## config.mk

```make
export PLATFORM = sky130hd
export DESIGN_NAME = ahb_wait_regfile
export DESIGN_NICKNAME = d
export VERILOG_FILES = /design/src/rtl/ahbw_pkg.sv /design/src/rtl/ahbw_addr_stage.sv /design/src/rtl/ahbw_wait_timer.sv /design/src/rtl/ahbw_lane_sel.sv /design/src/rtl/ahbw_reg_bank.sv /design/src/rtl/ahb_wait_regfile.sv
export SDC_FILE = /design/constraint.sdc
export NUM_CORES = 1
export LEC_CHECK = 0
export ABC_AREA = 1
export BUFFER_PORTS_ARGS = -buffer_cell sky130_fd_sc_hd__buf_2
export CAP_MARGIN = 20
export CORE_AREA = 4 4 192 194
export CTS_BUF_LIST = sky130_fd_sc_hd__clkbuf_8
export DETAILED_ROUTE_END_ITERATION = 6
export DIE_AREA = 0 0 196 198
export PLACE_DENSITY_LB_ADDON = 0.05
export SLEW_MARGIN = 20
export SYNTH_ARGS = -nofsm -noshare
export SYNTH_HDL_FRONTEND = slang
export SYNTH_HIERARCHICAL = 1
export SYNTH_SLANG_ARGS = --single-unit
export TNS_END_PERCENT = 5
```

## constraint.sdc

```tcl
create_clock -name clk -period 1.9 [get_ports clk]
set_clock_uncertainty 0.2 [all_clocks]
set_input_delay 0.19 -clock clk [delete_from_list [all_inputs] [get_ports clk]]
set_output_delay 0.19 -clock clk [all_outputs]
set_load 0.005 [all_outputs]
```

## src/rtl/ahbw_pkg.sv

```systemverilog
package ahbw_pkg;

    typedef enum logic [1:0] {
        TR_IDLE   = 2'b00,
        TR_BUSY   = 2'b01,
        TR_NONSEQ = 2'b10,
        TR_SEQ    = 2'b11
    } trans_e;

    localparam logic [2:0] SZ_BYTE = 3'd0;
    localparam logic [2:0] SZ_HALF = 3'd1;
    localparam logic [2:0] SZ_WORD = 3'd2;

    // A transfer that carries a beat (as opposed to an idle or paused slot)
    function automatic logic carries_beat(input logic [1:0] t);
        return (t == TR_NONSEQ) || (t == TR_SEQ);
    endfunction

endpackage

```

## src/rtl/ahbw_addr_stage.sv

```systemverilog
// Stores the address-phase control so the data phase can use it later.
module ahbw_addr_stage #(
    parameter int IDX_W = 3,
    parameter int OFF_W = 2
) (
    input  logic             clk,
    input  logic             rst_n,
    input  logic             accept_i,
    input  logic             done_i,
    input  logic             write_i,
    input  logic [IDX_W-1:0] idx_i,
    input  logic [OFF_W-1:0] off_i,
    input  logic [2:0]       size_i,
    output logic             pend_o,
    output logic             wr_o,
    output logic [IDX_W-1:0] idx_o,
    output logic [OFF_W-1:0] off_o,
    output logic [2:0]       size_o
);

    typedef struct packed {
        logic             pend;
        logic             wr;
        logic [IDX_W-1:0] idx;
        logic [OFF_W-1:0] off;
        logic [2:0]       size;
    } ctl_t;

    ctl_t ctl_d, ctl_q;

    always_comb begin
        ctl_d = ctl_q;
        if (done_i) begin
            ctl_d.pend = 1'b0;
        end
        if (accept_i) begin
            ctl_d.pend = 1'b1;
            ctl_d.wr   = write_i;
            ctl_d.idx  = idx_i;
            ctl_d.off  = off_i;
            ctl_d.size = size_i;
        end
    end

    always_ff @(posedge clk) begin
        if (!rst_n) begin
            ctl_q <= '0;
        end else begin
            ctl_q <= ctl_d;
        end
    end

    assign pend_o = ctl_q.pend;
    assign wr_o   = ctl_q.wr;
    assign idx_o  = ctl_q.idx;
    assign off_o  = ctl_q.off;
    assign size_o = ctl_q.size;

    // While a data phase is stalled, the stored control must not move
    assert_ctl_held_R3: assert property (@(posedge clk) disable iff (!rst_n)
        (ctl_q.pend && !done_i) |=> (ctl_q.pend && $stable(ctl_q)));

endmodule

```

## src/rtl/ahbw_wait_timer.sv

```systemverilog
// Counts the stall cycles of each data phase.
module ahbw_wait_timer #(
    parameter int WAIT_CYCLES = 2
) (
    input  logic clk,
    input  logic rst_n,
    input  logic start_i,
    input  logic pend_i,
    output logic done_o
);

    localparam int CNT_W = (WAIT_CYCLES > 0) ? $clog2(WAIT_CYCLES + 1) : 1;
    localparam logic [CNT_W-1:0] LIMIT = CNT_W'(WAIT_CYCLES);

    typedef struct packed {
        logic [CNT_W-1:0] cnt;
    } tmr_t;

    tmr_t tmr_d, tmr_q;
    logic at_limit;

    assign at_limit = (tmr_q.cnt == LIMIT);

    always_comb begin
        tmr_d = tmr_q;
        if (start_i) begin
            tmr_d.cnt = '0;
        end else if (pend_i && !at_limit) begin
            tmr_d.cnt = tmr_q.cnt + 1'b1;
        end
    end

    always_ff @(posedge clk) begin
        if (!rst_n) begin
            tmr_q <= '0;
        end else begin
            tmr_q <= tmr_d;
        end
    end

    assign done_o = pend_i && at_limit;

    assert_cnt_bound_R4: assert property (@(posedge clk) disable iff (!rst_n)
        tmr_q.cnt <= LIMIT);

    generate
        if (WAIT_CYCLES > 0) begin : g_slow
            assert_first_is_wait_R4: assert property (@(posedge clk) disable iff (!rst_n)
                start_i |=> !done_o);
        end else begin : g_fast
            assert_first_is_done_R4: assert property (@(posedge clk) disable iff (!rst_n)
                start_i |=> done_o);
        end
    endgenerate

endmodule

```

## src/rtl/ahbw_lane_sel.sv

```systemverilog
// Turns the stored size and low address bits into a byte-lane enable mask.
module ahbw_lane_sel #(
    parameter int LANES = 4,
    parameter int OFF_W = 2
) (
    input  logic [2:0]       size_i,
    input  logic [OFF_W-1:0] off_i,
    output logic [LANES-1:0] mask_o
);

    logic full_width;
    assign full_width = (size_i >= 3'(OFF_W));

    generate
        for (genvar l = 0; l < LANES; l++) begin : g_lane
            localparam logic [OFF_W-1:0] LANE_ID = OFF_W'(l);
            // A lane is inside the access when it shares the aligned group with the offset
            assign mask_o[l] = full_width ? 1'b1
                                          : (((LANE_ID ^ off_i) >> size_i) == '0);
        end
    endgenerate

endmodule

```

## src/rtl/ahbw_reg_bank.sv

```systemverilog
// Word registers with per-lane write enables.
module ahbw_reg_bank #(
    parameter int NREGS  = 8,
    parameter int DATA_W = 32,
    parameter int LANES  = 4,
    parameter int IDX_W  = 3
) (
    input  logic              clk,
    input  logic              rst_n,
    input  logic              we_i,
    input  logic [IDX_W-1:0]  widx_i,
    input  logic [LANES-1:0]  mask_i,
    input  logic [DATA_W-1:0] wdata_i,
    input  logic [IDX_W-1:0]  ridx_i,
    output logic [DATA_W-1:0] rdata_o
);

    typedef struct packed {
        logic [NREGS-1:0][DATA_W-1:0] regs;
    } bank_t;

    bank_t bank_d, bank_q;

    always_comb begin
        bank_d = bank_q;
        if (we_i) begin
            for (int b = 0; b < LANES; b++) begin
                if (mask_i[b]) begin
                    bank_d.regs[widx_i][b*8 +: 8] = wdata_i[b*8 +: 8];
                end
            end
        end
    end

    always_ff @(posedge clk) begin
        if (!rst_n) begin
            bank_q <= '0;
        end else begin
            bank_q <= bank_d;
        end
    end

    assign rdata_o = bank_q.regs[ridx_i];

    assert_no_stray_write_R5: assert property (@(posedge clk) disable iff (!rst_n)
        !we_i |=> $stable(bank_q.regs));

endmodule

```

## src/rtl/ahb_wait_regfile.sv

```systemverilog
module ahb_wait_regfile
    import ahbw_pkg::*;
#(
    parameter int NREGS       = 8,
    parameter int DATA_W      = 32,
    parameter int WAIT_CYCLES = 2,
    parameter int ADDR_W      = $clog2(NREGS) + $clog2(DATA_W / 8)
) (
    input  logic              clk,
    input  logic              rst_n,
    input  logic              sel_i,
    input  logic [ADDR_W-1:0] addr_i,
    input  logic              write_i,
    input  logic [2:0]        size_i,
    input  logic [1:0]        trans_i,
    input  logic [DATA_W-1:0] wdata_i,
    input  logic              ready_i,
    output logic              readyout_o,
    output logic [DATA_W-1:0] rdata_o,
    output logic              resp_o
);

    localparam int LANES = DATA_W / 8;
    localparam int OFF_W = $clog2(LANES);
    localparam int IDX_W = $clog2(NREGS);

    logic             accept;
    logic             pend, wr, done;
    logic [IDX_W-1:0] idx_q;
    logic [OFF_W-1:0] off_q;
    logic [2:0]       size_q;
    logic [LANES-1:0] lane_mask;
    logic [DATA_W-1:0] bank_rd;

    assign accept = sel_i && ready_i && carries_beat(trans_i);

    ahbw_addr_stage #(.IDX_W(IDX_W), .OFF_W(OFF_W)) u_addr (
        .clk      (clk),
        .rst_n    (rst_n),
        .accept_i (accept),
        .done_i   (done),
        .write_i  (write_i),
        .idx_i    (addr_i[OFF_W +: IDX_W]),
        .off_i    (addr_i[OFF_W-1:0]),
        .size_i   (size_i),
        .pend_o   (pend),
        .wr_o     (wr),
        .idx_o    (idx_q),
        .off_o    (off_q),
        .size_o   (size_q)
    );

    ahbw_wait_timer #(.WAIT_CYCLES(WAIT_CYCLES)) u_timer (
        .clk     (clk),
        .rst_n   (rst_n),
        .start_i (accept),
        .pend_i  (pend),
        .done_o  (done)
    );

    ahbw_lane_sel #(.LANES(LANES), .OFF_W(OFF_W)) u_lanes (
        .size_i (size_q),
        .off_i  (off_q),
        .mask_o (lane_mask)
    );

    ahbw_reg_bank #(.NREGS(NREGS), .DATA_W(DATA_W), .LANES(LANES), .IDX_W(IDX_W)) u_bank (
        .clk     (clk),
        .rst_n   (rst_n),
        .we_i    (done && wr),
        .widx_i  (idx_q),
        .mask_i  (lane_mask),
        .wdata_i (wdata_i),
        .ridx_i  (idx_q),
        .rdata_o (bank_rd)
    );

    assign readyout_o = !pend || done;
    assign rdata_o    = (done && !wr) ? bank_rd : '0;
    assign resp_o     = 1'b0;

    // A ready cycle with no accepted beat leaves the next cycle ready as well
    assert_idle_zero_wait_R2: assert property (@(posedge clk) disable iff (!rst_n)
        (readyout_o && !accept) |=> readyout_o);

    assert_rdata_quiet_R9: assert property (@(posedge clk) disable iff (!rst_n)
        !readyout_o |-> (rdata_o == '0));

    assert_byte_one_lane_R6: assert property (@(posedge clk) disable iff (!rst_n)
        (pend && size_q == SZ_BYTE) |-> ($countones(lane_mask) == 1));

    assert_half_two_lanes_R7: assert property (@(posedge clk) disable iff (!rst_n)
        (pend && size_q == SZ_HALF) |-> ($countones(lane_mask) == 2));

    assert_word_all_lanes_R8: assert property (@(posedge clk) disable iff (!rst_n)
        (pend && size_q >= SZ_WORD) |-> (&lane_mask));

endmodule

```

# Word-level counts from Yosys, hierarchy flattened
# Cells that the tools add are included.
word_totals:
  regBits: 268
  in_bits: 47
  output_inout_bits: 34
  word_cells: 75
classes:
  add_sub_neg: 1
  n_lt_le_gt_ge: 3
  n_eq_ne: 3
  shifts: 4
  muxes: 28
  bitwise_logic: 4
  n_reduce_logical: 18
ops:
  columns: ["op", "n"]
  rows:
  - ["$mux 256", 7]
  - ["$bwmux 256", 4]
  - ["$demux 32 s3", 4]
  - ["$bmux 32 s3", 1]
  - ["$mux 32", 3]
  - ["$mux 24", 1]
  - ["$mux 16", 1]
  - ["$shr 2x3->2", 4]
  - ["$mux 10", 1]
  - ["$logic_not 2->1", 4]
  - ["$mux 8", 1]
  - ["$logic_and 1x1->1", 7]
  - ["$eq 2x2->1 const B", 3]
  - ["$mux 1", 5]
  - ["$lt 3x4->1 const B", 1]
  - ["$ge 3x1->1 const B", 1]
  - ["$ge 3x2->1 const B", 1]
  - ["$logic_not 1->1", 3]
  - ["$not 1->1", 3]
  - ["$add 2x1->2 const B", 1]
  - ["$logic_or 1x1->1", 2]
  - ["$not 2->2", 1]
  - ["$reduce_bool 2->1", 1]
  - ["$reduce_or 2->1", 1]

# Longest topological paths before layout
depth:
  depth_word: 15
  ltp_mapped: 13
  mapped_depth_nobuf: 12

# Cells and area by module
# The synthesis kept the hierarchy.
by_module_without_submodules:
  columns: ["mod", "n_inst", "cells_per_inst", "area_each_um2", "seq_area_each_um2"]
  rows:
  - ["ahbw_reg_bank", 1, 2280, 13077.5, 5124.9]
  - ["ahbw_addr_stage", 1, 43, 346.6, 200.2]
  - ["ahb_wait_regfile", 1, 78, 326.6, 0.0]
  - ["ahbw_wait_timer", 1, 17, 117.6, 40.0]
  - ["ahbw_lane_sel", 1, 21, 93.8, 0.0]

# Least setup slack after synthesis
# No wires, ideal clock.
synth_path:
  path_type: "register -> register"
  startpoint: "register u_timer/tmr_q[0] (netlist name)"
  endpoint: "register u_bank/bank_q[14] (netlist name)"
  setup_ns: 0.113
  t_arrival_ns: 1.750
  required_ns: 1.587
  path_slack_ns: -0.163
  path_stages_with_launch: 14
  n_path_buf: 1
  synth_period_minus_slack_ns: 2.063
  path_cell_list: "dfxtp_1 -> inv_1 -> ha_1 -> nand2_1 -> inv_1 -> nand2_1 -> inv_1 -> nand2_1 -> clkinv_1 -> nand3_1 -> buf_4 -> nand2_1 -> nand2_1 -> nor2_1"
synth_between:
  elab_chain_cells: 3
synth_lines:
  columns: ["element", "line_no", "source"]
  rows:
  - ["from (decl)", "ahbw_wait_timer.sv:19", "tmr_t tmr_d, tmr_q;"]
  - ["from (signal assigned)", "ahbw_wait_timer.sv:37", "tmr_q <= tmr_d;"]
  - ["$eq 2x2->1", "ahbw_wait_timer.sv:22", "assign at_limit = (tmr_q.cnt == LIMIT);"]
  - ["$logic_and 1x1->1", "ahbw_wait_timer.sv:41", "assign done_o = pend_i && at_limit;"]
  - ["via done", "ahb_wait_regfile.sv:28", "logic pend, wr, done;"]
  - ["$logic_and 1x1->1", "ahb_wait_regfile.sv:70", ".we_i (done && wr),"]
  - ["to (signal assigned)", "ahbw_reg_bank.sv:39", "bank_q <= bank_d;"]
  - ["to (decl)", "ahbw_reg_bank.sv:22", "bank_t bank_d, bank_q;"]
# The timed path passes the listed nets, and every way through them passes these cells.
# A chain may end at the register's enable or synchronous reset.

# Final worst setup path
layout_path:
  startpoint: "register u_addr.ctl_q (netlist bit u_addr/idx_o[0])"
  endpoint: "output rdata_o[17]"
layout_between:
  elab_chain_cells: 3
layout_lines:
  columns: ["element", "line_no", "source"]
  rows:
  - ["from (decl)", "ahbw_addr_stage.sv:29", "ctl_t ctl_d, ctl_q;"]
  - ["from (signal assigned)", "ahbw_addr_stage.sv:49", "ctl_q <= ctl_d;"]
  - ["$bmux 32 s3", "ahbw_reg_bank.sv:43", "assign rdata_o = bank_q.regs[ridx_i];"]
  - ["$mux 32 (not written as such)", "ahbw_reg_bank.sv:43", null]
  - ["via bank_rd[17]", "ahb_wait_regfile.sv:33", "logic [DATA_W-1:0] bank_rd;"]
  - ["$mux 32", "ahb_wait_regfile.sv:79", "assign rdata_o = (done && !wr) ? bank_rd : '0;"]
  - ["to (decl)", "ahb_wait_regfile.sv:19", "output logic [DATA_W-1:0] rdata_o,"]
# The timed path passes the listed nets, and every way through them passes these cells. The select of a mux whose other input is x is not followed.

==> results by stage <==
Yosys:
- The summed instance area of the synthesized netlist is ~14000 um^2.
- The synthesized flop and latch total is roughly 270.
- The number of instances in the synthesized netlist is around 2400.
- After synthesis, flip-flops and latches occupy between 30% and 40% of the total area.
- For this run, the leading register cell type out of synthesis is dfxtp_1.
- Sorting the synthesized cells by area gives the leading types as dfxtp_1 (38%), nand2_1 (24%), nor2_1 (16%), inv_1 (9.0%), nand3_1 (7.5%).
- Synthesis instantiated 21 different standard cells from the library.
- The yosys synthesis warning count is 6.
- The share of flip-flops with an asynchronous set or reset after synthesis is 0%.
- The count of flip-flops with a built-in enable after synthesis is 0.
- The biggest area consumer among synthesized cells is dfxtp_1.
- Synthesis produced a netlist with a net count of ~2500.
- The area share of the largest cell type after synthesis is 38.43%.
- Dividing the synthesized area by the synthesized cell count gives about 5.7 um^2.

Worst setup path:
- The slowest stage of the critical path belongs to the cell dfxtp_4.
- The critical setup path kind is reg2out.
- The peak fanout along the critical path is 7.
- Counting both buffers and inverters, the worst setup path holds a total of 6.
- In this design, the critical path's most frequently occurring cell is nand2_1.
- The arrival time of data at the critical path endpoint is about 2100 ps.
- In this design, the largest share of critical-path delay is due to buffers and inverters.
- The critical path startpoint category is a register.
- The delay contributed by the slowest stage of the critical path is around 460 ps.
- The signal on the critical path passes through inv_12 > buf_8 > buf_16 > nand2_4 > nand3_2 > nand2_1 > nand2_1 > nand2_1 > inv_1 > nor2_1 > buf_4 > buf_6.
- STA classifies the critical path endpoint as an output port.
- The endpoint required time on the critical path is 1510 ps.
- Across all register-to-register paths, the minimum setup slack is 10 ps.

Drt:
- The detailed router finished its first iteration with slightly below 800 violations.
- The highest routed metal layer is met4.
- The detailed-routed wire length on met3 is about 1800 um.
- Using the TritonRoute via totals, the vias-per-cell ratio works out to roughly 4.6.
- The detailed-routing wirelength on met1 is approximately 21000 um.
- The number of detailed-route iterations in the first pass is 5.
- Dividing the detail-routed wire length by the instance count gives approximately 14 um.
- Wires add up to about 44000 um.
- The count of nets left with antenna violations once routing finished came out at 0.
- The routed wire length on met2 is between 20000 and 25000 um.
- Across all layers, the routed design uses between 10000 and 15000 vias.
- For this run, design rule violations remaining after detail routing come to 0.

Global route:
- Global routing consumed, over all layers together, between 20% and 30% of the routing resources.
- The largest net degree at the start of global routing is 54.
- The global-route congestion overflow total is 0.
- The initial antenna violation count is 0.
- The first global-routing pass estimated between 70000 and 80000 um of wire.
- The number of global-route vias before repair is around 13000.

Pwr:
- Per report_power, the combinational group accounts for ~11% of the total.
- The internal power component is 9.324 mW.
- In this run switching power makes up a little over a quarter of total power.
- Overall power consumption after layout is estimated at approximately 13 mW.
- The clock network fraction of design power is 44.3%.
- Power spread over the standard cell area amounts to approximately 700 nW/um^2.
- Registers are responsible for 44.7% of the overall power.
- In this run the power spent charging and discharging nets is 3.332 mW.
- The maximum VDD drop is approximately 0.52 mV.
- The standby leakage power is 8.820 nW.

Flow run:
- The count of max-cap constraint violations is 0.

STA:
- The final worst hold slack is roughly 76 ps.
- For the pin with the worst max-slew slack, the measured transition is between 600 and 700 ps.
- The shortest period the worst path allows is 2489 ps.
- The number of setup violations in the final report is 33.
- The final cycle utilization of the critical path is 131.0%.
- In the final timing run, aggregate negative setup slack is -16850 ps.
- The worst-case headroom to the max-slew limit is 58.88%.
- The count of endpoints failing hold in the final timing report was 0.
- The fmax is ~400 MHz.
- The minimum setup slack in the final design is -588.6 ps.
- Setup repair after global routing could not meet its margin everywhere.
- The final number of max-transition violations is 0.

Placed design:
- The estimated wirelength of the detail-placed design is 27940 um.
- Timing analysis after detailed placement gives a worst setup slack of -70.46 ps.
- After detailed placement, the design holds a cell count of about 3000.
- In this run the tool buffered the top-level ports with 78 buffer cells.
- Routability-driven placement finished with a final weighted congestion of 0.8141.

Outcome:
- The flow ran to the end, but the final reports show violations.
- The final reports fail on negative setup slack.

Clock network:
- The TritonCTS clock tree is yes.
- Clock tree synthesis inserted a total of 50 buffers.
- The number of sinks on the clock net is around 270.
- The longest clock path from root to sink contains 3 buffers.
- The cell sitting at the root of the clock tree is a clkbuf_8.
- The number of H-tree branching levels is 2.
- The clock reaches the later pin of the worst-skew pair after a little over 600 ps.
- Clock-pin slew was measured on the worst setup and hold paths at 60 ps.

Die:
- The count of boundary I/O pins is 81.
- The die is 198 um tall.
- The initial core utilization is roughly 40%.
- The core region is 35220 um^2.
- The die area is 38810 um^2.
- The count of standard-cell rows is between 60 and 70.
- The die is between 150 and 200 um wide.

Finish:
- In the final layout, the share of cells above drive strength 1 is between 15 and 20%.
- The post-route non-filler standard cell count is around 3100.
- After the last flow step, the layout net total stands at 2681.
- The number of inserted diodes is 0.
- The library cell used most frequently in the layout, excluding fill and tap cells, is nand2_1.
- The area growth from synthesis to layout is 30.29%.
- The library cells used most frequently in the layout, excluding fill and tap cells, are nand2_1 (834), nor2_1 (566), inv_1 (345), dfxtp_1 (264), nand3_1 (178).

Min path:
- The tightest min-delay check is of the in2reg type.
routing by layer:
metal  track usage (%)  vias to the layer above
met2             37.10                      265
met3             2.825                       53
met1             32.12                     6429
met4             5.637                        0
li1                  -                     7534
met5                 0                        -
cell usage after synthesis, types with 2 or more instances:
| cell | n |
|---|---|
| a21oi_1 | 3 |
| nand2_1 | 888 |
| clkinv_1 | 4 |
| inv_2 | 4 |
| nor2_2 | 2 |
| nor2_1 | 588 |
| clkbuf_1 | 70 |
| dfxtp_1 | 268 |
| buf_6 | 5 |
| o21ai_0 | 11 |
| buf_1 | 16 |
| nor2_4 | 6 |
| buf_2 | 12 |
| inv_1 | 336 |
| nand3_1 | 208 |
| buf_4 | 13 |
path summary, 6_finish.rpt:
path | startpoint | end | cells after the start
max | u_addr/idx_o[0] | rdata_o[17] | 12
min | trans_i[1] | u_addr/pend_o | 7
max reg2reg | u_timer/tmr_q[1] | u_bank/bank_q[24] | 13
min reg2reg | u_bank/bank_q[154] | u_bank/bank_q[154] | 2
kinds of logic (layout without fill, tap and decap cells):
group / Yosys count / count (layout) / synth area share, %
adder cells (fa/ha/maj): 1 / 1 / 0.08960
other: 1 / 1 / 0.02686
buffers and inverters: 461 / 688 / 13.14
AND/OR/NAND/NOR: 1693 / 1693 / 47.76
AO/OA/AOI/OAI: 15 / 15 / 0.5645
flip-flops: 268 / 268 / 38.43
registers in the layout, summed over array words and instances, names as in the netlist:
name           flops
u_addr/idx_o       3
u_addr/off_o       2
u_addr/pend_o      1
u_addr/size_o      3
u_addr/wr_o        1
u_bank/bank_q    256
u_timer/tmr_q      2
per-stage QoR:
| stage | area, um^2 | util (%) |
|---|---|---|
| global placement | 15580 | 44.24 |
| detailed placement | 15580 | 44.24 |
| CTS | 17630 | 50.06 |
| floorplan | 13970 | - |
| global route | 18190 | 51.64 |
| finish | 18190 | 51.64 |
power by group through the flow:
stage	registers [mW]	clock network (mW)	logic (mW)
final	5.66	5.61	1.39
after global placement	5.78	0	1.10
after floorplan	5.77	0	0.627
after global routing	5.66	6.05	1.52
after CTS	5.66	5.81	1.30
after detailed placement	5.78	0	1.10
worst register-to-register path, stage by stage (launching register included):
cell	delay (ps)
dfxtp_1	350
ha_1	180
nand2_1	70
inv_2	60
nand2_1	70
inv_2	110
nand2_1	80
buf_6	160
inv_4	80
nand3_2	100
buf_12	200
nand2_1	60
nand2_1	40
nor2_1	80
final cells by class:
class                   count  area [um^2]
clock buffers              65        894.6
clock inverters            20        101.3
fillers                  3724        17030
inverters                 345         1320
multi-input cells        1710         7229
flip-flops and latches    268         5375
well taps                 461        576.8
repair buffers            258         2694
repair_timing:
| action | CTS | global route |
|---|---|---|
| gates resized for setup | 56 | 137 |
| endpoints found under the hold margin | 268 | 0 |
| pin swaps | 24 | 41 |
| endpoints found under the setup margin | 155 | 266 |
| hold buffers | 58 | 0 |
| gates cloned | 9 | 3 |
| setup buffers | 6 | 3 |
No activity file was read; power rests on OpenSTA's default activity.
